==> config.mk <==
export PLATFORM = sky130hd
export DESIGN_NAME = softint_top
export DESIGN_NICKNAME = d
export VERILOG_FILES = /design/src/rtl/softint_pkg.sv /design/src/rtl/softint_ctrl.sv /design/src/rtl/softint_dp.sv /design/src/rtl/softint_top.sv
export SDC_FILE = /design/constraint.sdc
export NUM_CORES = 1
export LEC_CHECK = 0
export BUFFER_PORTS_ARGS = -buffer_cell sky130_fd_sc_hd__buf_4
export CAP_MARGIN = 0
export CORE_MARGIN = 10
export CORE_UTILIZATION = 44
export CTS_BUF_LIST = sky130_fd_sc_hd__clkbuf_2
export DETAILED_ROUTE_END_ITERATION = 7
export PLACE_DENSITY = 0.81
export SETUP_SLACK_MARGIN = 0.15
export SKIP_CTS_REPAIR_TIMING = 1
export SYNTH_ARGS = -nofsm -noshare
export SYNTH_HDL_FRONTEND = slang
export SYNTH_SLANG_ARGS = --single-unit
==> constraint.sdc <==
create_clock -name clk -period 1.45 [get_ports clk]
set_clock_uncertainty 0.1 [all_clocks]
set_input_delay 0.29 -clock clk [delete_from_list [all_inputs] [get_ports clk]]
set_output_delay 0.29 -clock clk [all_outputs]
set_load 0.005 [all_outputs]
==> src/rtl/softint_pkg.sv <==
package softint_pkg;
  localparam int VEC_W = 17;
  localparam int PIL_W = 4;
  localparam int LO_TIMER = 0;
  localparam int HI_TIMER = VEC_W - 1;
  localparam int TIMER_PIL_LIMIT = 14;
  localparam int PIL_RESET = 15;
  localparam int HW_W = 2;

  typedef struct packed {
    logic             load;
    logic [VEC_W-1:0] loadVal;
    logic [VEC_W-1:0] keepMask;
    logic [VEC_W-1:0] orMask;
    logic             pilLoad;
    logic [PIL_W-1:0] pilVal;
  } softint_strobe_t;
endpackage

==> src/rtl/softint_ctrl.sv <==
module softint_ctrl
  import softint_pkg::*;
(
  input  logic             clk,
  input  logic             rstN,
  input  logic             wrEn,
  input  logic             setEn,
  input  logic             clrEn,
  input  logic [VEC_W-1:0] wrData,
  input  logic [HW_W-1:0]  hwMatch,
  input  logic             pilWrEn,
  input  logic [PIL_W-1:0] pilWrData,
  output softint_strobe_t  strobe
);
  logic [VEC_W-1:0] hwVec;

  // place each timer match onto its pending bit
  always_comb begin
    hwVec = '0;
    hwVec[LO_TIMER] = hwMatch[0];
    hwVec[HI_TIMER] = hwMatch[1];
  end

  always_comb begin
    strobe.load     = wrEn;
    strobe.loadVal  = wrData | hwVec;            // hardware set beats a load
    strobe.keepMask = clrEn ? ~wrData : '1;
    strobe.orMask   = (setEn ? wrData : '0) | hwVec; // and beats a clear
    strobe.pilLoad  = pilWrEn;
    strobe.pilVal   = pilWrData;
  end

  assert_strobe_excl_R2: assert property (@(posedge clk) disable iff (!rstN)
    $onehot0({wrEn, setEn, clrEn}));
endmodule

==> src/rtl/softint_dp.sv <==
module softint_dp
  import softint_pkg::*;
(
  input  logic             clk,
  input  logic             rstN,
  input  softint_strobe_t  strobe,
  output logic [VEC_W-1:0] pendingOut,
  output logic [PIL_W-1:0] pilOut,
  output logic [VEC_W-1:0] reqOut
);
  logic [VEC_W-1:0] pendingQ;
  logic [PIL_W-1:0] pilQ;
  logic [VEC_W-1:0] pendingNext;

  always_comb begin
    if (strobe.load) pendingNext = strobe.loadVal;
    else             pendingNext = (pendingQ & strobe.keepMask) | strobe.orMask;
  end

  always_ff @(posedge clk) begin
    if (!rstN) begin
      pendingQ <= '0;
      pilQ     <= PIL_W'(PIL_RESET);
    end else begin
      pendingQ <= pendingNext;
      if (strobe.pilLoad) pilQ <= strobe.pilVal;
    end
  end

  logic timerOpen;
  assign timerOpen = (pilQ < PIL_W'(TIMER_PIL_LIMIT));

  for (genvar k = 0; k < VEC_W; k++) begin : g_mask
    if (k == LO_TIMER || k == HI_TIMER) begin : g_timer
      assign reqOut[k] = pendingQ[k] & timerOpen;
    end else begin : g_level
      localparam logic [PIL_W:0] IDX = (PIL_W+1)'(k);
      assign reqOut[k] = pendingQ[k] & (IDX > {1'b0, pilQ});
      assert_level_mask_R5: assert property (@(posedge clk) disable iff (!rstN)
        reqOut[k] |-> (k > int'(pilOut)));
    end
  end

  assign pendingOut = pendingQ;
  assign pilOut     = pilQ;

  assert_timer_mask_R6: assert property (@(posedge clk) disable iff (!rstN)
    (reqOut[HI_TIMER] || reqOut[LO_TIMER]) |-> (int'(pilOut) < TIMER_PIL_LIMIT));
  assert_req_pending_R5: assert property (@(posedge clk) disable iff (!rstN)
    (reqOut & ~pendingOut) == '0);
  assert_hw_hi_set_R7: assert property (@(posedge clk) disable iff (!rstN)
    strobe.orMask[HI_TIMER] && !strobe.load |=> pendingOut[HI_TIMER]);
endmodule

==> src/rtl/softint_top.sv <==
module softint_top
  import softint_pkg::*;
(
  input  logic             clk,
  input  logic             rstN,
  input  logic             wrEn,
  input  logic             setEn,
  input  logic             clrEn,
  input  logic [VEC_W-1:0] wrData,
  input  logic [HW_W-1:0]  hwMatch,
  input  logic             pilWrEn,
  input  logic [PIL_W-1:0] pilWrData,
  output logic [VEC_W-1:0] pendingOut,
  output logic [PIL_W-1:0] pilOut,
  output logic [VEC_W-1:0] reqOut
);
  softint_strobe_t strobe;

  softint_ctrl u_ctrl (
    .clk(clk), .rstN(rstN), .wrEn(wrEn), .setEn(setEn), .clrEn(clrEn),
    .wrData(wrData), .hwMatch(hwMatch), .pilWrEn(pilWrEn),
    .pilWrData(pilWrData), .strobe(strobe)
  );

  softint_dp u_dp (
    .clk(clk), .rstN(rstN), .strobe(strobe),
    .pendingOut(pendingOut), .pilOut(pilOut), .reqOut(reqOut)
  );

  assert_set_or_R3: assert property (@(posedge clk) disable iff (!rstN)
    setEn |=> ((pendingOut & $past(wrData)) == $past(wrData)));
  assert_clear_R4: assert property (@(posedge clk) disable iff (!rstN)
    clrEn && !hwMatch[1] && wrData[HI_TIMER] |=> !pendingOut[HI_TIMER]);
  assert_hw_lo_set_R7: assert property (@(posedge clk) disable iff (!rstN)
    hwMatch[0] |=> pendingOut[LO_TIMER]);
  assert_pil_load_R8: assert property (@(posedge clk) disable iff (!rstN)
    pilWrEn |=> (pilOut == $past(pilWrData)));
endmodule

==> impl_metrics.csv <==
group,metric,value,unit
outcome,outcome,"complete, but fails checks",
outcome,violations,"negative setup slack",
global_route,grt_pass1_wl,5750,um
clock_network,cts_sinks,21,
placement,dpl.hpwl,2920,um
worst_setup_path,crit_buf_inv,1,
global_route,grt_pass1_vias,1130,
timing,finalCritPeriodShare,114,%
finish,area_growth,51.0,%
worst_setup_path,reg2reg_depth,3,
timing,fmax,605,MHz
pwr,p_clk_share,20.8,%
synth,yosysSeqAreaShare,38.7,%
clock_network,htreeDepth,1,
timing,finalSetupViolCount,17,
die,num_io_pins,67,
detailed_routing,viasPerCell,5.27,
timing,rsz0062_at_grt,"true",
synth,syn_area,1090,um^2
clock_network,clockBufferDepth,2,
finish,num_antenna_cells,0,
die,initial_core_util,47.8,%
clock_network,insertion_delay,0.34,ns
detailed_routing,vias,1170,
worst_setup_path,path_class,"flop to output port",
finish,post-route-util,72.1,%
hold_path,hold_end,"u_dp.pilOut[1]$_SDFFE_PN1P_",
detailed_routing,drt_wl_total,3630,um
finish,drive_gt1_share,47.9,%
worst_setup_path,endpoint_kind,"output port",
timing,worst_slack,-0.202,ns
synth,synth_cell_types,28,
placement,place_ws,0.0116,ns
hold_path,holdPathStages,3,
worst_setup_path,cpPeakStageDelay,0.47,ns
pwr,power,1.20,mW
die,dieArea,4860,um^2
finish,nets,224,
timing,maxSlewViolCount,0,
clock_network,root_buffer,"clkbuf_2",
clock_network,cts_tree,"built",
worst_setup_path,cpMaxStageDelayCell,"dfxtp_4",
worst_setup_path,required,1.06,ns
global_route,grt_max_degree,22,
clock_network,numCtsBuffers,3,
hold_path,hp-start,"pilWrData[1]",
worst_setup_path,cp_cell_sequence,"nand2_1, o21a_1, buf_4",
worst_setup_path,path_max_fanout,12,
pwr,switching_share,29.0,%
placement,portBuffers,66,
pwr,p_per_area,730,nW/um^2
pwr,switchingPower,348,uW
synth,synth_seq_cells,21,
worst_setup_path,r2r-end,"u_dp.pendingOut[6]$_SDFF_PN0_",
detailed_routing,first_pass_iters,4,
die,rows,17,
timing,min_period,1.65,ns
clock_network,clk_pin_slew_worst_paths,0.19,ns
timing,tightest_slew,0.308,ns
die,design.core.area,2280,um^2
synth,yosysWarnings,0,
finish,fin_area,1640,um^2
placement,routabilityCongestion,0.846,
synth,syn_nets,161,
pwr,vdd_drop_max,740,uV
pwr,pwr-share-comb,24.1,%
pwr,internal_power,851,uW
placement,dpl_cell_area,1580,um^2
detailed_routing,drtIter0Drc,73,
worst_setup_path,cp-start-kind,"flop",
die,die-height,69.7,um
detailed_routing,ant_nets,0,
finish,fillers,176,
pwr,power.leakage,0.793,nW
die,die_w,69.7,um
worst_setup_path,crit-reg2reg-launch,"u_dp.pendingOut[6]$_SDFF_PN0_",
global_route,track_usage,14.0,%
worst_setup_path,reg2reg_setup_slack,0.37,ns
worst_setup_path,worstPathArrival,1.26,ns
detailed_routing,post_drt_wl_per_cell,16.4,um
synth,avgSynthCellArea,8.24,um^2
timing,hold_viol_final,0,
global_route,antenna_found_initial,0,
global_route,overflow,0,
pwr,seq_power_share,55.1,%
detailed_routing,drc,0,
hold_path,hold_path.class,"primary input to flop",
run,max_cap_viol_count,0,
timing,max_slew_margin,79.4,%
synth,syn_inst,132,
worst_setup_path,crit_family,"flip-flops",
final cells by class:
| class | instances | area [um^2] | area share, % |
|---|---|---|---|
| Clock inverter | 1 | 5.00 | 0.305 |
| Timing Repair Buffer | 69 | 518 | 31.6 |
| Inverter | 3 | 11.3 | 0.686 |
| Clock buffer | 3 | 15.0 | 0.915 |
| Multi-Input combinational cell | 97 | 609 | 37.1 |
| Tap cell | 28 | 35.0 | 2.13 |
| Sequential cell | 21 | 448 | 27.3 |
registers in the layout, indices dropped and copies added (netlist names):
register	count
u_dp.pendingOut	17
u_dp.pilOut	4
power by group through the flow:
stage / logic, mW / registers (mW) / clock network [mW]
global placement: 0.283 / 0.665 / 0
finish: 0.289 / 0.660 / 0.250
detailed placement: 0.289 / 0.668 / 0
global route: 0.317 / 0.669 / 0.276
floorplan: 0.128 / 0.656 / 0
CTS: 0.290 / 0.656 / 0.258
tightest hold or removal path: stages:
cell,delay (ns)
buf_4,0.08
mux2i_1,0.06
nand2_1,0.05
worst max-delay path by stage:
stage,start,endpoint,slack [ns],cells after the start
final,u_dp.pilOut[2]$_SDFFE_PN1P_,reqOut[15],-0.20,3
after global routing,u_dp.pilOut[2]$_SDFFE_PN1P_,reqOut[0],-0.27,3
after CTS,u_dp.pilOut[3]$_SDFFE_PN1P_,reqOut[15],-0.39,3
after detailed placement,u_dp.pilOut[3]$_SDFFE_PN1P_,reqOut[13],0.01,3
after global placement,u_dp.pilOut[3]$_SDFFE_PN1P_,reqOut[15],0.05,3
after floorplan,u_dp.pilOut[2]$_SDFFE_PN1P_,reqOut[13],0.16,3
metal layers:
layer / share of wire, % / global-route usage, % / vias to the layer above
met1: 43 / 16.8 / 550
met5: 0 / 0 / -
met2: 49 / 22.9 / 38
met3: 6.2 / 4.85 / 6
li1: - / - / 576
met4: 1.7 / 4.13 / 0
logic make-up (layout without fill, tap and decap cells):
family / after synthesis / count (layout) / share of synthesized area (%)
AND/OR/NAND/NOR: 64 / 64 / 30.4
multiplexers: 4 / 4 / 3.68
buffers and inverters: 14 / 76 / 6.79
AO/OA/AOI/OAI: 29 / 29 / 20.5
flip-flops: 21 / 21 / 38.7
cells in the final DEF (no fill, tap or decap), types with 2 or more instances in the layout:
| cell | count |
|---|---|
| o21ai_0 | 2 |
| nand2_1 | 31 |
| mux2i_1 | 4 |
| a32o_1 | 3 |
| buf_4 | 69 |
| dfxtp_1 | 7 |
| dfxtp_4 | 4 |
| a21boi_0 | 13 |
| dfxtp_2 | 10 |
| clkbuf_2 | 3 |
| and2_1 | 10 |
| a21oi_1 | 2 |
| o21a_1 | 2 |
| inv_1 | 3 |
| and3_1 | 2 |
| nand3b_1 | 10 |
| a211o_2 | 2 |
| nand3_1 | 2 |
| nor2b_1 | 2 |
Yosys cell counts:
cell | n | area (um^2)
inv_1 | 3 | 11.3
and3b_1 | 1 | 8.76
mux2i_1 | 4 | 40.0
nand3_1 | 2 | 10.0
and2_1 | 10 | 62.6
nor2b_1 | 2 | 12.5
nor4b_1 | 1 | 8.76
or2_1 | 1 | 6.26
o31ai_1 | 1 | 7.51
a32o_1 | 3 | 30.0
buf_2 | 3 | 15.0
nand2b_1 | 1 | 6.26
a21boi_0 | 14 | 105
a32oi_1 | 1 | 8.76
o21ai_0 | 2 | 10.0
a211oi_1 | 1 | 7.51
a311oi_1 | 1 | 8.76
nor2_1 | 2 | 7.51
buf_6 | 1 | 11.3
dfxtp_1 | 21 | 420
o21a_1 | 2 | 15.0
a21oi_1 | 2 | 10.0
clkbuf_1 | 6 | 22.5
nand2_1 | 32 | 120
a211o_2 | 2 | 20.0
and3_1 | 2 | 12.5
clkbuf_8 | 1 | 13.8
nand3b_1 | 10 | 75.1
per-stage QoR:
| step | hold WS [ns] | setup TNS, ns | std cells |
|---|---|---|---|
| after floorplan | 0.319 | 0 | 132 |
| after global placement | 0.385 | 0 | 218 |
| after detailed placement | 0.396 | 0 | 218 |
| after CTS | 0.0562 | -5.59 | 222 |
| after global routing | 0.0578 | -3.82 | 222 |
| final | 0.0611 | -2.57 | 222 |
No activity file was read; power rests on OpenSTA's default activity.
